[src/rtl/rtc_irq_pkg.sv]
package rtc_irq_pkg;
  localparam int RATE_W = 4;
  localparam int CNT_W  = (1 << RATE_W) - 2;   // longest period is 2^14 ticks
  localparam int PER_W  = CNT_W + 1;

  typedef enum logic [1:0] {
    SEL_RATE = 2'd0,
    SEL_ENA  = 2'd1,
    SEL_FLAG = 2'd2,
    SEL_NONE = 2'd3
  } reg_sel_e;

  // Codes 1 and 2 alias to 8 and 9; zero means off.
  function automatic logic [RATE_W-1:0] eff_code(input logic [RATE_W-1:0] code);
    if (code == '0) return '0;
    if (code < RATE_W'(3)) return code + RATE_W'(7);
    return code;
  endfunction

  // Period in ticks: 2^(eff-1), or 0 when off.
  function automatic logic [PER_W-1:0] period_ticks(input logic [RATE_W-1:0] code);
    logic [RATE_W-1:0] e;
    e = eff_code(code);
    if (e == '0) return '0;
    return PER_W'(1) << (e - RATE_W'(1));
  endfunction
endpackage

[src/rtl/rtc_irq_rate_gen.sv]
module rtc_irq_rate_gen
  import rtc_irq_pkg::*;
(
  input  logic              clk,
  input  logic              rst_n,
  input  logic              tick,
  input  logic              run,
  input  logic              restart,
  input  logic [RATE_W-1:0] rate,
  output logic              per_evt,
  output logic              sq_raw
);
  logic [CNT_W-1:0] cnt;
  logic [PER_W-1:0] period;
  logic [PER_W-1:0] half;
  logic             active;
  logic             at_last;
  logic             at_half;

  always_comb begin
    period  = period_ticks(rate);
    half    = period >> 1;
    active  = run && (rate != '0) && tick;
    at_last = (cnt == CNT_W'(period - PER_W'(1)));
    at_half = (cnt == CNT_W'(half - PER_W'(1)));
    per_evt = active && at_last;
  end

  always_ff @(posedge clk) begin
    if (!rst_n || restart) begin
      cnt    <= '0;
      sq_raw <= 1'b0;
    end else if (active) begin
      cnt <= at_last ? '0 : cnt + CNT_W'(1);
      if (at_last || at_half) sq_raw <= ~sq_raw;
    end
  end
endmodule

[src/rtl/rtc_irq_flags.sv]
module rtc_irq_flags #(
  parameter int NSRC = 3
) (
  input  logic            clk,
  input  logic            rst_n,
  input  logic [NSRC-1:0] set_vec,
  input  logic            clr,
  input  logic [NSRC-1:0] en_vec,
  output logic [NSRC-1:0] flags,
  output logic            req
);
  for (genvar i = 0; i < NSRC; i++) begin : g_flag
    always_ff @(posedge clk) begin
      if (!rst_n)          flags[i] <= 1'b0;
      else if (set_vec[i]) flags[i] <= 1'b1;
      else if (clr)        flags[i] <= 1'b0;
    end
  end

  assign req = |(flags & en_vec);
endmodule

[src/rtl/rtc_irq_unit.sv]
module rtc_irq_unit
  import rtc_irq_pkg::*;
#(
  parameter logic [6:0] RESET_RATE = 7'h26,
  parameter logic [7:0] RESET_ENA  = 8'h00,
  parameter logic [2:0] BASE_SEL   = 3'b010
) (
  input  logic       clk,
  input  logic       rst_n,
  input  logic       tick,
  input  logic       alarm_evt,
  input  logic       update_evt,
  input  logic [1:0] reg_sel,
  input  logic       wr_en,
  input  logic [7:0] wr_data,
  input  logic       rd_en,
  output logic [7:0] rd_data,
  output logic       irq,
  output logic       sqw
);
  localparam int NSRC = 3;

  logic [6:0]        ctl_rate;
  logic [7:0]        ctl_ena;
  logic [RATE_W-1:0] rate;
  logic              run;
  logic              wr_rate;
  logic              wr_ena;
  logic              rd_clr;
  logic              per_evt;
  logic              sq_raw;
  logic [NSRC-1:0]   flags;
  logic              req;

  assign rate    = ctl_rate[RATE_W-1:0];
  assign run     = (ctl_rate[6:4] == BASE_SEL);
  assign wr_rate = wr_en && (reg_sel == SEL_RATE);
  assign wr_ena  = wr_en && (reg_sel == SEL_ENA);
  assign rd_clr  = rd_en && (reg_sel == SEL_FLAG);

  always_ff @(posedge clk) begin
    if (!rst_n) begin
      ctl_rate <= RESET_RATE;
      ctl_ena  <= RESET_ENA;
    end else begin
      if (wr_rate) ctl_rate <= wr_data[6:0];
      if (wr_ena)  ctl_ena  <= wr_data;
    end
  end

  rtc_irq_rate_gen u_rate (
    .clk     (clk),
    .rst_n   (rst_n),
    .tick    (tick),
    .run     (run),
    .restart (wr_rate),
    .rate    (rate),
    .per_evt (per_evt),
    .sq_raw  (sq_raw)
  );

  rtc_irq_flags #(.NSRC(NSRC)) u_flags (
    .clk     (clk),
    .rst_n   (rst_n),
    .set_vec ({per_evt, alarm_evt, update_evt}),
    .clr     (rd_clr),
    .en_vec  (ctl_ena[6:4]),
    .flags   (flags),
    .req     (req)
  );

  always_comb begin
    unique case (reg_sel)
      SEL_RATE: rd_data = {1'b0, ctl_rate};
      SEL_ENA:  rd_data = ctl_ena;
      SEL_FLAG: rd_data = {req, flags, 4'b0000};
      default:  rd_data = 8'h00;
    endcase
  end

  assign irq = req;
  assign sqw = sq_raw && ctl_ena[3] && (rate != '0);
endmodule

[config.mk]
export PLATFORM = sky130hd
export DESIGN_NAME = rtc_irq_unit
export DESIGN_NICKNAME = d
export VERILOG_FILES = /design/src/rtl/rtc_irq_pkg.sv /design/src/rtl/rtc_irq_rate_gen.sv /design/src/rtl/rtc_irq_flags.sv /design/src/rtl/rtc_irq_unit.sv
export SDC_FILE = /design/constraint.sdc
export NUM_CORES = 1
export LEC_CHECK = 0
export BUFFER_PORTS_ARGS = -buffer_cell sky130_fd_sc_hd__buf_2
export CAP_MARGIN = 20
export CORE_MARGIN = 3
export CORE_UTILIZATION = 55
export CTS_CLUSTER_SIZE = 30
export DETAILED_ROUTE_END_ITERATION = 10
export HOLD_SLACK_MARGIN = 0.05
export PLACE_DENSITY_LB_ADDON = 0.1
export SLEW_MARGIN = 20
export SYNTH_ARGS = -nofsm -noshare
export SYNTH_HDL_FRONTEND = slang
export SYNTH_SLANG_ARGS = --single-unit
export TNS_END_PERCENT = 20
[constraint.sdc]
create_clock -name clk -period 9.2 [get_ports clk]
set_clock_uncertainty 0.2 [all_clocks]
set_input_delay 1.38 -clock clk [delete_from_list [all_inputs] [get_ports clk]]
set_output_delay 1.38 -clock clk [all_outputs]
set_load 0.005 [all_outputs]
==> impl_metrics.ini <==
[place]
port_buffers = 26
gp_congestion = 1.043
preCtsSetupSlack_ns = 4.289
dp_cells = 446
hpwlAfterDp_um = 5642

[setup_path]
crit_chain = inv_1, ha_1, nor4b_1, or2_1, nor2_1, nand3_1, ha_1, nor4_1, mux2_2, o211ai_1, o2111ai_1, nor3_1, nand4_2, nand3_2, nor2_1
cp.required_ns = 9.17
crit_type = flop to flop
crit_path_max_incr_delay_ns = 0.73
crit_arrival_ns = 4.94
cp_top_family = simple AND/OR/NAND/NOR gates
crit_slowest_cell = ha_1
start_kind = flop
cp_max_fo = 25
critPathBufInv = 1
cp-end-kind = flop

[yosys]
synth_most_common_cell = nand2_1
yosysSeqAreaShare = 0.2339
syn_inst = 380
ys_types = 60
yosysTopAreaCellShare = 0.2339
yosysTopAreaCell = dfxtp_1
synth_area_leaders = dfxtp_1 23%, nand2_1 7.4%, xor2_1 7.4%
synth_seq_cells = 33
synth_edf_count = 0
synthArstFlopShare = 0
synthTopCellsByCount = 56 x nand2_1, 33 x dfxtp_1, 29 x nor2_1
yosysWarnings = 0
syn_area_sq_mm = 0.002824
syn_area_per_cell_sq_um = 7.431
synth_nets = 403
synth_ff_type = dfxtp_1

[cells_and_area]
drive_gt1_frac = 0.1318
finish.utilization = 0.6268
n_antenna_cell = 0
fin_cells = 454
area_delta_synth_final_pct = 7.621
layout.nets = 409

[power_and_ir_drop]
p_sw_uw = 119.7
pwr-share-seq = 0.390
internal-power_uw = 270.4
power_switching_share = 0.3068
cellPowerDensity_mw_per_mm2 = 128.3
ir_drop_v = 0.0001124
leakagePower_uw = 0.001199
finalPower_uw = 390.1
clkPwrFrac = 0.371
p_comb_frac = 0.239

[grt]
grt_overflow = 0
grt_start_max_net_pins = 26
grt_usage = 0.2673
grt_pass1_vias = 2636
grt_pass1_wl_um = 13010
grt_antenna_before_repair = 0

[sta]
slew_violations = 0
post-route-min-period_ns = 4.973
fmax_ghz = 0.2011
setup_violations = 0
setup_slack_ns = 4.227
period_share = 0.5406
timing.final.hold_violations = 0
fin_setup_tns_ns = 0
tightest_slew_ns = 0.8684
rsz0062_at_grt = false
slew-limit-headroom = 0.4199

[floorplanning]
core_area_sq_mm = 0.004848
fp-row-count = 25
io_pins = 27
initial_core_util = 0.5825
dieArea_sq_mm = 0.006030
dieHeight_um = 77.66
die_x_um = 77.66

[detailed_routing]
drt-initial-drc-count = 335
postRouteAntennaNets = 0
post_drt_via_cell_ratio = 6.196
routedWlPerCell_um = 16.93
drc_errors = 0
vias = 2813
drt_first_pass_iters = 5
routed_wl_um = 7688

[clock_network]
cts_resized = 0
insertion_delay_ns = 0.29
cts-htree-levels = 2
cts.clk_slew.worst_paths_ns = 0.07
cts_sinks = 33
post-cts-setup-buffers = 0
clockBufferDepth = 2
cts_hold_buf = 0
cts_buffers = 5
cts_tree = built
cts-root-buf = clkbuf_8

[job]
drv_cap = 0

[worst_hold_path]
hold_path.class = flop to flop

[run_status]
outcome = finished clean
==> flip-flops by register name, summed over array words and instances (netlist names) <==
| name | count |
|---|---|
| u_flags.flags | 3 |
| u_rate.cnt | 14 |
| ctl_rate | 7 |
| u_rate.sq_raw | 1 |
| ctl_ena | 8 |
==> layer usage <==
layer,GRT usage,vias to the layer above,wire length (um)
met5,0,-,0
li1,-,1369,-
met4,0.08719,0,150
met2,0.4092,105,3454
met1,0.3765,1321,3563
met3,0.04872,18,519
==> layout make-up <==
cell class | count | area [sq um]
clock inverters | 2 | 37.54
well taps | 67 | 83.83
flip-flops and latches | 33 | 660.6
multi-input cells | 312 | 2007
repair buffers | 28 | 145.1
fillers | 449 | 1809
inverters | 6 | 22.52
clock buffers | 6 | 82.58
==> worst register-to-register path: stages, from the launching register on <==
cell and delay, ns:
dfxtp_1 0.50, inv_1 0.16, ha_1 0.36, nor4b_1 0.40, or2_1 0.44, nor2_1 0.23, nand3_1 0.21, ha_1 0.73
nor4_1 0.14, mux2_2 0.29, o211ai_1 0.18, o2111ai_1 0.19, nor3_1 0.30, nand4_2 0.19, nand3_2 0.25, nor2_1 0.09
==> layout by cell type, fill, tap and decap left out, types with 2 or more instances in the layout <==
cell type  count
nand2_1       56
dfxtp_1       33
nor2_1        29
buf_2         26
xor2_1        24
nand3_1       18
a21oi_1       18
o21ai_0       17
xnor2_1       16
nor3_1        13
a21boi_0      12
mux2i_1        9
nand4_1        8
inv_1          6
or3_1          6
ha_1           6
clkbuf_8       6
a22oi_1        5
o211ai_1       5
and3_1         5
nor2b_1        4
nor4_1         4
or2_1          3
a21o_1         3
o21ai_1        3
o21a_1         3
o31ai_1        3
nand2b_1       2
or4_4          2
nor2_2         2
o311ai_1       2
nand3_2        2
nand3b_1       2
o22ai_1        2
mux2_2         2
a31oi_1        2
and2_1         2
buf_4          2
==> power by group through the flow <==
stage	Clock, uW	Combinational [uW]	Sequential, uW
floorplan	0	72.7	152
finish	145	93.1	152
global route	156	102	153
detailed placement	0	90.9	155
CTS	146	91.4	152
global placement	0	91.0	155
==> final timing paths <==
| kind | from | endpoint | slack (ns) | cells past startpoint |
|---|---|---|---|---|
| worst max-delay path | ctl_rate[0]$_SDFFE_PN0P_ | u_rate.cnt[3]$_SDFFE_PP0P_ | 4.23 | 15 |
| worst max register to register | ctl_rate[0]$_SDFFE_PN0P_ | u_rate.cnt[3]$_SDFFE_PP0P_ | 4.23 | 15 |
| worst min-delay path | ctl_ena[1]$_SDFFE_PN0P_ | ctl_ena[1]$_SDFFE_PN0P_ | 0.26 | 2 |
| worst min register to register | ctl_ena[1]$_SDFFE_PN0P_ | ctl_ena[1]$_SDFFE_PN0P_ | 0.26 | 2 |
==> cell families after synthesis <==
| family | count (synthesis) | synth area share |
|---|---|---|
| simple gates | 163 | 0.2853 |
| flops | 33 | 0.2339 |
| mux | 11 | 0.03988 |
| buf+inv | 35 | 0.05538 |
| fa+ha+maj | 6 | 0.02658 |
| compound gates | 92 | 0.2348 |
| xor+xnor | 40 | 0.1241 |
==> through the flow <==
stage,hold slack [ns],instance area (sq um)
5_1_grt,0.2826,3039
6_report,0.2632,3039
3_5_place_dp,0.2587,2919
4_1_cts,0.2688,3039
3_3_place_gp,0.2500,2919
2_1_floorplan,0.2432,2824
Power figures use the tool's default switching activity.
